===== src/rtl/rxs_pkg.sv =====
package rxs_pkg;
  typedef enum logic [1:0] {
    SLOT_IDLE = 2'd0,
    SLOT_WAIT = 2'd1,
    SLOT_OPEN = 2'd2,
    SLOT_HOLD = 2'd3
  } slot_state_e;

  localparam int unsigned SF_LO         = 7;
  localparam int unsigned SF_HI         = 12;
  localparam int unsigned SF_WIDE_ONLY  = 7;
  localparam int unsigned MIN_WIN_SYM   = 5;
  localparam int unsigned NARROW_SHIFT  = 3;  // 125 kHz: T = 2^sf * 8 us
endpackage


===== src/rtl/rxs_symcalc.sv =====
module rxs_symcalc
  import rxs_pkg::*;
#(
  parameter int unsigned TIME_W = 18
) (
  input  logic [3:0]        sf,
  input  logic              bw_sel,
  input  logic              fsk_mode,
  output logic [3:0]        sym_shift,
  output logic [TIME_W-1:0] tsymb,
  output logic              cfg_err
);
  logic sf_bad;

  always_comb begin
    sf_bad = (sf < 4'(SF_LO)) || (sf > 4'(SF_HI)) ||
             (bw_sel && (sf != 4'(SF_WIDE_ONLY)));
    cfg_err   = !fsk_mode && sf_bad;
    // log2 of symbol time in us: sf + 3 at 125 kHz, sf + 2 at 250 kHz
    sym_shift = sf + 4'(NARROW_SHIFT) - {3'b000, bw_sel};
    tsymb     = '0;
    if (!fsk_mode && !sf_bad) begin
      tsymb = TIME_W'(1) << sym_shift;
    end
  end
endmodule


===== src/rtl/rxs_window.sv =====
module rxs_window
  import rxs_pkg::*;
#(
  parameter int unsigned ERR_W          = 16,
  parameter int unsigned TIME_W         = 18,
  parameter int unsigned SYM_W          = 9,
  parameter int unsigned FSK_OVERLAP_US = 1300
) (
  input  logic [ERR_W-1:0]         err_us,
  input  logic [3:0]               sym_shift,
  input  logic [TIME_W-1:0]        tsymb,
  input  logic                     fsk_mode,
  output logic [SYM_W-1:0]         win_sym,
  output logic [TIME_W-1:0]        win_us,
  output logic signed [TIME_W+1:0] ofs_us
);
  localparam int unsigned SUM_W  = (ERR_W + 2 > TIME_W + 1) ? ERR_W + 2 : TIME_W + 1;
  localparam int unsigned WIDE_W = SYM_W + 16;
  localparam int unsigned OFS_W  = TIME_W + 2;

  logic [ERR_W:0]        two_err;
  logic [SUM_W-1:0]      rnd_sum;
  logic [SUM_W-1:0]      ceil_q;
  logic [SUM_W-1:0]      nsym_raw;
  logic [SUM_W-1:0]      nsym;
  logic                  sym_ok;
  logic [WIDE_W-1:0]     win_wide;
  logic [OFS_W-1:0]      four_sym;
  logic [OFS_W-1:0]      half_win;

  always_comb begin
    two_err  = {err_us, 1'b0};
    sym_ok   = (tsymb != '0);
    // Symbol time is a power of two: ceiling division is add-and-shift.
    rnd_sum  = SUM_W'(two_err) + SUM_W'(tsymb) - SUM_W'(1);
    ceil_q   = rnd_sum >> sym_shift;
    nsym_raw = ceil_q + SUM_W'(2);
    nsym     = (nsym_raw < SUM_W'(MIN_WIN_SYM)) ? SUM_W'(MIN_WIN_SYM) : nsym_raw;

    win_sym  = '0;
    win_wide = '0;
    if (fsk_mode) begin
      win_wide = WIDE_W'(FSK_OVERLAP_US) + WIDE_W'(two_err);
    end else if (sym_ok) begin
      win_sym  = SYM_W'(nsym);
      win_wide = WIDE_W'(SYM_W'(nsym)) << sym_shift;
    end
    win_us   = TIME_W'(win_wide);

    four_sym = {2'b00, tsymb} << 2;
    half_win = {2'b00, win_us} >> 1;
    ofs_us   = $signed(four_sym) - $signed(half_win);
  end
endmodule


===== src/rtl/rxs_sequencer.sv =====
module rxs_sequencer
  import rxs_pkg::*;
#(
  parameter int unsigned TIME_W   = 18,
  parameter int unsigned CNT_W    = 24,
  parameter int unsigned DELAY_US = 1000000,
  localparam int unsigned OFS_W   = TIME_W + 2
) (
  input  logic                    clk,
  input  logic                    rst_n,
  input  logic                    tick,
  input  logic                    tx_done,
  input  logic                    preamble_det,
  input  logic                    frame_done,
  input  logic                    cfg_err,
  input  logic [TIME_W-1:0]       win_us,
  input  logic signed [OFS_W-1:0] ofs_us,
  output logic                    rx_enable,
  output logic                    timeout,
  output logic                    busy
);
  localparam int unsigned       EXT_W   = CNT_W + 2;
  localparam logic [CNT_W-1:0]  DELAY_V = CNT_W'(DELAY_US);

  slot_state_e             state_q, state_d;
  logic [CNT_W-1:0]        cnt_q, cnt_d;
  logic [CNT_W-1:0]        tgt_q;
  logic [TIME_W-1:0]       win_q;
  logic                    timeout_q, timeout_d;
  logic                    load_en;
  logic signed [EXT_W-1:0] ofs_ext;
  logic signed [EXT_W-1:0] open_sum;
  logic [CNT_W-1:0]        open_at;
  logic [CNT_W-1:0]        win_ext;

  // Ticks from TX-done to opening: fixed delay plus signed offset, floor 0.
  always_comb begin
    ofs_ext  = {{(EXT_W - OFS_W){ofs_us[OFS_W-1]}}, ofs_us};
    open_sum = $signed({2'b00, DELAY_V}) + ofs_ext;
    open_at  = open_sum[EXT_W-1] ? '0 : CNT_W'(open_sum);
    win_ext  = CNT_W'(win_q);
  end

  always_comb begin
    state_d   = state_q;
    cnt_d     = cnt_q;
    timeout_d = 1'b0;
    load_en   = 1'b0;
    unique case (state_q)
      SLOT_IDLE: begin
        if (tx_done && !cfg_err) begin
          load_en = 1'b1;
          cnt_d   = '0;
          state_d = (open_at == '0) ? SLOT_OPEN : SLOT_WAIT;
        end
      end
      SLOT_WAIT: begin
        if (tick) begin
          if (cnt_q == tgt_q - 1'b1) begin
            state_d = SLOT_OPEN;
            cnt_d   = '0;
          end else begin
            cnt_d = cnt_q + 1'b1;
          end
        end
      end
      SLOT_OPEN: begin
        if (preamble_det) begin
          state_d = SLOT_HOLD;
          cnt_d   = '0;
        end else if (tick) begin
          if (cnt_q == win_ext - 1'b1) begin
            state_d   = SLOT_IDLE;
            cnt_d     = '0;
            timeout_d = 1'b1;
          end else begin
            cnt_d = cnt_q + 1'b1;
          end
        end
      end
      SLOT_HOLD: begin
        if (frame_done) begin
          state_d = SLOT_IDLE;
        end
      end
      default: state_d = SLOT_IDLE;
    endcase
  end

  always_ff @(posedge clk or negedge rst_n) begin
    if (!rst_n) begin
      state_q   <= SLOT_IDLE;
      cnt_q     <= '0;
      timeout_q <= 1'b0;
    end else begin
      state_q   <= state_d;
      cnt_q     <= cnt_d;
      timeout_q <= timeout_d;
    end
  end

  always_ff @(posedge clk or negedge rst_n) begin
    if (!rst_n) begin
      tgt_q <= '0;
      win_q <= '0;
    end else if (load_en) begin
      tgt_q <= open_at;
      win_q <= win_us;
    end
  end

  assign rx_enable = (state_q == SLOT_OPEN) || (state_q == SLOT_HOLD);
  assign busy      = (state_q != SLOT_IDLE);
  assign timeout   = timeout_q;
endmodule


===== src/rtl/rx_slot_sched.sv =====
module rx_slot_sched #(
  parameter int unsigned ERR_W          = 16,
  parameter int unsigned TIME_W         = 18,
  parameter int unsigned SYM_W          = 9,
  parameter int unsigned CNT_W          = 24,
  parameter int unsigned DELAY_US       = 1000000,
  parameter int unsigned FSK_OVERLAP_US = 1300,
  parameter bit          FSK_EN         = 1'b1
) (
  input  logic                     clk,
  input  logic                     rst_n,
  input  logic                     tick_us,
  input  logic                     tx_done,
  input  logic                     fsk_mode,
  input  logic [3:0]               sf,
  input  logic                     bw_sel,
  input  logic [ERR_W-1:0]         err_us,
  input  logic                     preamble_detected,
  input  logic                     frame_done,
  output logic                     rx_enable,
  output logic                     timeout,
  output logic                     config_error,
  output logic [TIME_W-1:0]        tsymb_us,
  output logic [SYM_W-1:0]         win_sym,
  output logic [TIME_W-1:0]        win_us,
  output logic signed [TIME_W+1:0] offset_us
);
  logic       rst_meta_q, rst_sync_q;
  logic       fsk_eff;
  logic [3:0] sym_shift;
  logic       slot_busy;

  // Reset asserts asynchronously, releases two edges later.
  always_ff @(posedge clk or negedge rst_n) begin
    if (!rst_n) begin
      rst_meta_q <= 1'b0;
      rst_sync_q <= 1'b0;
    end else begin
      rst_meta_q <= 1'b1;
      rst_sync_q <= rst_meta_q;
    end
  end

  if (FSK_EN) begin : g_fsk
    assign fsk_eff = fsk_mode;
  end else begin : g_nofsk
    assign fsk_eff = 1'b0;
  end

  rxs_symcalc #(.TIME_W(TIME_W)) u_sym (
    .sf        (sf),
    .bw_sel    (bw_sel),
    .fsk_mode  (fsk_eff),
    .sym_shift (sym_shift),
    .tsymb     (tsymb_us),
    .cfg_err   (config_error)
  );

  rxs_window #(
    .ERR_W          (ERR_W),
    .TIME_W         (TIME_W),
    .SYM_W          (SYM_W),
    .FSK_OVERLAP_US (FSK_OVERLAP_US)
  ) u_win (
    .err_us    (err_us),
    .sym_shift (sym_shift),
    .tsymb     (tsymb_us),
    .fsk_mode  (fsk_eff),
    .win_sym   (win_sym),
    .win_us    (win_us),
    .ofs_us    (offset_us)
  );

  rxs_sequencer #(
    .TIME_W   (TIME_W),
    .CNT_W    (CNT_W),
    .DELAY_US (DELAY_US)
  ) u_seq (
    .clk          (clk),
    .rst_n        (rst_sync_q),
    .tick         (tick_us),
    .tx_done      (tx_done),
    .preamble_det (preamble_detected),
    .frame_done   (frame_done),
    .cfg_err      (config_error),
    .win_us       (win_us),
    .ofs_us       (offset_us),
    .rx_enable    (rx_enable),
    .timeout      (timeout),
    .busy         (slot_busy)
  );
endmodule


===== config.mk =====
export PLATFORM = sky130hd
export DESIGN_NAME = rx_slot_sched
export DESIGN_NICKNAME = d
export VERILOG_FILES = /design/src/rtl/rxs_pkg.sv /design/src/rtl/rxs_symcalc.sv /design/src/rtl/rxs_window.sv /design/src/rtl/rxs_sequencer.sv /design/src/rtl/rx_slot_sched.sv
export SDC_FILE = /design/constraint.sdc
export NUM_CORES = 1
export LEC_CHECK = 0
export BUFFER_PORTS_ARGS = -buffer_cell sky130_fd_sc_hd__buf_4
export CORE_MARGIN = 10
export CORE_UTILIZATION = 36
export CTS_CLUSTER_SIZE = 16
export DETAILED_ROUTE_END_ITERATION = 16
export PLACE_DENSITY = 0.49
export SLEW_MARGIN = 40
export SYNTH_ARGS = -nofsm -noshare
export SYNTH_HDL_FRONTEND = slang
export SYNTH_SLANG_ARGS = --single-unit
export TNS_END_PERCENT = 100

===== constraint.sdc =====
create_clock -name clk -period 29 [get_ports clk]
set_input_delay 1.45 -clock clk [delete_from_list [all_inputs] [get_ports clk]]
set_output_delay 1.45 -clock clk [all_outputs]
set_load 0.02 [all_outputs]

# Word-level counts from Yosys, hierarchy flattened
# Cells that the tools add are included.
# W data, S select, Z words.
[totals] out_inout_bits=68 reg_bits=71
[classes] n_shift=3 n_reduce_logical=16 n_eq_ne=12 order_cmp=3 n_addsub=11 mux=29
[ops] op="$mux W24" count=7
[ops] op="$pmux W24 S3" count=1
[ops] op="$mux W18" count=3
[ops] op="$eq A24 B24 Y1" count=2
[ops] op="$mux W9" count=3
[ops] op="$add A24 B1 Y24 const B" count=1
[ops] op="$logic_not A24 Y1" count=1
[ops] op="$sub A24 B1 Y24 const B" count=1
[ops] op="$add A21 B20 Y22 const A" count=1
[ops] op="$sub A20 B18 Y20" count=1
[ops] op="$add A17 B18 Y19" count=1
[ops] op="$add A19 B2 Y19 const B" count=1
[ops] op="$lt A19 B3 Y1 const B" count=1
[ops] op="$shr A19 B4 Y19" count=1
[ops] op="$sub A18 B1 Y19 const B" count=1
[ops] op="$sub A19 B1 Y19 const B" count=1
[ops] op="$add A11 B17 Y18 const A" count=1
[ops] op="$reduce_bool A18 Y1" count=1
[ops] op="$shl A1 B4 Y18 const A" count=1
[ops] op="$shl A9 B4 Y18" count=1
[ops] op="$mux W2" count=8
[ops] op="$pmux W2 S4" count=1
[ops] op="$mux W1" count=6
[ops] op="$reduce_and A6 Y1" count=1
[ops] op="other kinds (17)" count=27

# Depth between registers and ports, before layout
[logic_depth] word_depth=22 ltp_mapped=53 ltp_nobuf=51

# By module
# From an unflattened synthesis, not the netlist that was laid out.
[unflattened] hier_cells=1379 area_unflattened_um2=10510.1
[modules_own_cells] mod="rxs_window" cells_each=813 seq_area_each_um2=0.0 area_per_inst_um2=5451.5 instances=1
[modules_own_cells] mod="rxs_sequencer" cells_each=518 seq_area_each_um2=1651.6 area_per_inst_um2=4730.8 instances=1
[modules_own_cells] mod="rxs_symcalc" cells_each=45 seq_area_each_um2=0.0 area_per_inst_um2=274.0 instances=1
[modules_own_cells] mod="rx_slot_sched" cells_each=3 seq_area_each_um2=50.0 area_per_inst_um2=53.8 instances=1

# Worst setup path before layout
# No wires, ideal clock.
[synth_timing] path_kind="in2out" from="in bw_sel" to="out offset_us[16]" required_time_ps=27550 path_slack_ps=16325 arrival_time_ps=11225 path_stages=49 n_path_buf=5 cell_sequence="inv_1 > ha_1 > nor2b_1 > fa_1 > clkbuf_1 > clkbuf_1 > buf_1 > buf_1 > nor2_1 > nand2_1 > ha_1 > inv_1 > ha_1 > buf_6 > a21oi_4 > nor2_2 > o31a_1 > o31ai_2 > [... 13 more ...] > nor2_1 > a21oi_1 > ha_1 > a21o_1 > a21oi_1 > o21bai_1 > a21oi_1 > o21bai_1 > a21oi_1 > o21bai_1 > a21oi_1 > o21bai_1 > a21oi_1 > o21bai_1 > a21oi_1 > o21bai_1 > a21oi_1 > xnor2_1"
[synth_between] elab_chain_cells=15
[synth_lines] element="from (decl)" line="rx_slot_sched.sv:16" text="input logic bw_sel,"
[synth_lines] element="parallel branches: the longest is 14 deep, another holds $add A17 B18 Y19"
[synth_lines] element="$sub A20 B18 Y20 *" line="rxs_window.sv:52" text="ofs_us = $signed(four_sym) - $signed(half_win);"
[synth_lines] element="to (decl)" line="rx_slot_sched.sv:26" text="output logic signed [TIME_W+1:0] offset_us"
# Mark *: on every way between the ends.

# Final worst setup path
# Same ends and word-level chain as after synthesis.

==> summary.md <==
| Metric | Value |
|---|---|
| NumNets Final | `roughly 1500` |
| GR Overflow Total | `0` |
| Critical Path RT | `between 20 and 30 ns` |
| Largest net degree at the start of global routing | `between 60 and 70` |
| Reg clk slew, reported paths | `around 0.06 ns` |
| Clock power frac | `roughly a quarter` |
| CP bufs+invs | `9` |
| Rel. slew slack | `roughly 45%` |
| WP data arrival | `between 10 and 15 ns` |
| Post-Route Skew | `between 0.007 and 0.008 ns` |
| Post-synth EDFFs | `0` |
| Hold buffers post-CTS | `0` |
| Kind of end point of the critical path | `primary output` |
| Routed wire length | `36400 um` |
| DRC viols | `0` |
| Pleak | `a little under 5 nW` |
| DRT Pass-1 Iters | `5` |
| Seq pwr share | `approximately 22%` |
| I/O pin count | `96` |
| CTS tree | `yes` |
| CTS root buf | `clkbuf_16` |
| Synth Register Bits | `between 60 and 70` |
| Syn-to-layout area delta | `12.7%` |
| Max cap viols | `0` |
| Sw Ratio | `45.3%` |
| Initial antenna violation count | `0` |
| Post-Syn Area | `around 0.0097 mm^2` |
| Die X-Extent | `between 150 and 200 um` |
| Max incr delay on CP | `approximately 0.8 ns` |
| Synth Flop Type | `dfrtp_1` |
| N_diodes | `0` |
| Final setup vio count | `0` |
| Async set-reset flop share out of synthesis | `100%` |
| Setup Buffers After CTS | `0` |
| Ys Warns | `0` |
| Number of library cell types mapped by synthesis | `95` |
| Max Fclk | `between 60 and 70 MHz` |
| Period utilization | `between 50% and 60%` |
| Worst Hold Slack | `between 0.3 and 0.4 ns` |
| Syn avg cell area | `roughly 7.1 um^2` |
| CP most frequent cell | `a21oi_1` |
| Drt wl/cell | `roughly 21 um` |
| Fill count | `between 2000 and 3000` |
| Num Clock Sinks | `between 60 and 70` |
| First-pass GRT wire length | `56000 um` |
| Top delay family on crit path | `compound AO/OA/AOI/OAI gates` |
| # rows | `between 50 and 60` |
| Routability cong. | `between 0.9 and 1` |
| Class of the worst hold path | `reg -> async` |
| Resized Gates After CTS | `0` |
| Register area share after synthesis | `about 17%` |
| Sw Pwr | `between 200 and 250 uW` |
| Crit-path slowest cell | `clkinv_1` |
| Startpoint class of the critical path | `input port` |
| Share of layout cells above drive strength 1 | `between 10% and 20%` |
| Initial detailed-routing violation count | `877` |
| Starting Density | `a little under two fifths` |
| H-tree levels | `3` |
| Pwr dens | `between 40 and 50 mW/mm^2` |
| Core box area | `0.0263 mm^2` |
| Final Max Slew Viols | `0` |
| Max IR drop VDD | `about 0.000027 V` |
| ANT nets after route | `0` |
| WS Path Type | `in -> out` |
| Tightest Pin Transition | `0.823 ns` |
| DR vias/cell | `approximately 5.7` |
| Chip height | `roughly 180 um` |
| Status | `finished clean` |
| Crit path time final | `roughly 15 ns` |
| Aggregate global-route resource usage | `about a fifth` |
| Cells after synthesis | `1362` |
| Vias | `about 10000` |
| CTS Buf Count | `9` |
| CP max FO | `39` |
| Port buffer count | `between 90 and 100` |
| Clk buf depth | `2` |
| Die area | `between 0.03 and 0.04 mm^2` |
| Final TNS setup | `0 ns` |
| HPWL Detailed | `29800 um` |
| Clock Latency Late Sink | `roughly 0.34 ns` |
| Combinational Power Share | `53.8%` |
| Vias in the first global route | `~9600` |
| RSZ-0062 raised after global routing | `no` |
| Final Hold Vio Count | `0` |
| Internal Pwr Total | `approximately 270 uW` |
## power by group through the flow
stage | clock [mW] | sequential, mW | combinational [mW]
2_1_floorplan | 0 | 0.103 | 0.183
3_3_place_gp | 0 | 0.106 | 0.259
3_5_place_dp | 0 | 0.106 | 0.258
4_1_cts | 0.122 | 0.105 | 0.259
5_1_grt | 0.126 | 0.105 | 0.282
6_report | 0.120 | 0.104 | 0.261
## layout by cell type (no fill, tap or decap), types with 16 or more instances in the layout
| master | count |
|---|---|
| a211oi_1 | 17 |
| nor3_1 | 41 |
| ha_1 | 63 |
| o21ai_0 | 115 |
| xnor2_1 | 65 |
| nand4_1 | 16 |
| and3_1 | 29 |
| a21oi_1 | 80 |
| inv_1 | 122 |
| dfrtp_1 | 66 |
| nand3_1 | 49 |
| xor2_1 | 29 |
| nor2_1 | 129 |
| nand2b_1 | 26 |
| nand2_1 | 146 |
| buf_4 | 102 |
## kinds of logic (layout without fill, tap and decap cells)
kind of cell / Yosys count / in the layout / share of synthesized area (%)
buf+inv: 197 / 245 / 8.29
xor+xnor: 98 / 98 / 9.03
mux: 18 / 18 / 2.16
other cells: 2 / 3 / 0.0776
flops: 67 / 67 / 17.3
simple gates: 522 / 522 / 26.6
compound gates: 393 / 393 / 27.9
fa+ha+maj: 65 / 65 / 8.56
## state kept, by name, summed over array words and instances (netlist names)
register / count
rst_meta_q: 1
rst_sync_q: 1
u_seq.cnt_q: 24
u_seq.state_q: 2
u_seq.tgt_q: 20
u_seq.timeout: 1
u_seq.win_q: 18
## synthesized netlist by cell type (all sizes together), types with 4 or more instances
library cell  count  share of area [%]
a2111oi          13                1.8
a211oi           19                1.7
a21o             13                1.0
a21oi            86                4.8
a221oi            5               0.45
a22o              4               0.36
a22oi             8               0.76
a311oi            4               0.36
a31oi            11               0.78
a41oi             8               0.92
and2             11               0.72
and3             29                1.9
and4              4               0.36
buf              27                1.7
clkbuf           46                1.8
dfrtp            67                 17
ha               63                8.2
inv             122                4.7
mux2i            13                1.3
nand2           147                5.7
nand2b           26                1.7
nand3            49                2.5
nand3b            6               0.47
nand4            16                1.0
nor2            130                5.1
nor2b             9               0.58
nor3             43                2.3
nor3b             4               0.31
nor4             14                1.0
nor4b             5               0.76
o2111ai           6               0.54
o211ai            7               0.54
o21a              9               0.70
o21ai           125                6.5
o21bai            9               0.70
o221ai            5               0.45
o22ai            10               0.65
o311ai            4               0.36
o31a              7               0.63
o31ai            16                1.4
or2               5               0.32
or3              12               0.78
or4               6               0.50
xnor2            68                6.2
xor2             30                2.8
## path summary, 6_finish.rpt
path,from,to,slack [ns],cells past startpoint
setup / recovery,bw_sel,offset_us[16],13.98,48
hold / removal,rst_sync_q,u_seq.cnt_q[16],0.35,1
setup reg to reg,u_seq.win_q[1],u_seq.cnt_q[6],24.46,16
hold reg to reg,rst_sync_q,u_seq.cnt_q[16],0.35,1
max in group asynchronous,rst_n,rst_sync_q,28.03,1
min in group clk,rst_meta_q,rst_sync_q,0.35,0
## worst reg2reg max path, stage by stage (launching register included)
cell and delay, ns:
dfrtp_1 0.47, inv_1 0.15, ha_1 0.19, nand2_1 0.09, nor2_1 0.43, nand3_1 0.36, or4b_2 0.74, o21ai_0 0.18
o31ai_1 0.10, nor3_1 0.29, nand3_1 0.12, nor4_1 0.24, o32ai_1 0.26, nand2_1 0.15, or2_2 0.39, nand2b_1 0.17
o21ai_0 0.07
## per-layer routing
metal | up-vias | share of wire (%) | global-route usage (%)
li1 | 4951 | - | -
met1 | 4720 | 41 | 24.1
met2 | 277 | 52 | 38.9
met3 | 60 | 4.1 | 2.67
met4 | 0 | 2.9 | 7.01
met5 | - | 0 | 0
## cell type report
| type | count | area, um^2 | share of cell area (%) |
|---|---|---|---|
| multi-input cells | 1099 | 7220 | 66.3 |
| inverters | 124 | 465 | 4.27 |
| flip-flops and latches | 67 | 1680 | 15.4 |
| clock buffers | 10 | 239 | 2.19 |
| clock inverters | 6 | 88.8 | 0.815 |
| repair buffers | 105 | 786 | 7.21 |
| well taps | 335 | 419 | 3.85 |
## stage by stage
step / util (%) / area, um^2 / total power [mW] / cells / worst slack (ns)
final: 41.5 / 10900 / 0.486 / 1746 / 13.98
after global routing: 41.5 / 10900 / 0.513 / 1746 / 13.23
after CTS: 41.5 / 10900 / 0.486 / 1746 / 14.29
after detailed placement: 40.2 / 10600 / 0.364 / 1730 / 14.26
after global placement: 40.2 / 10600 / 0.365 / 1728 / 14.54
after floorplan: - / 9680 / 0.286 / 1363 / 16.32
No activity file was read; power rests on OpenSTA's default activity.
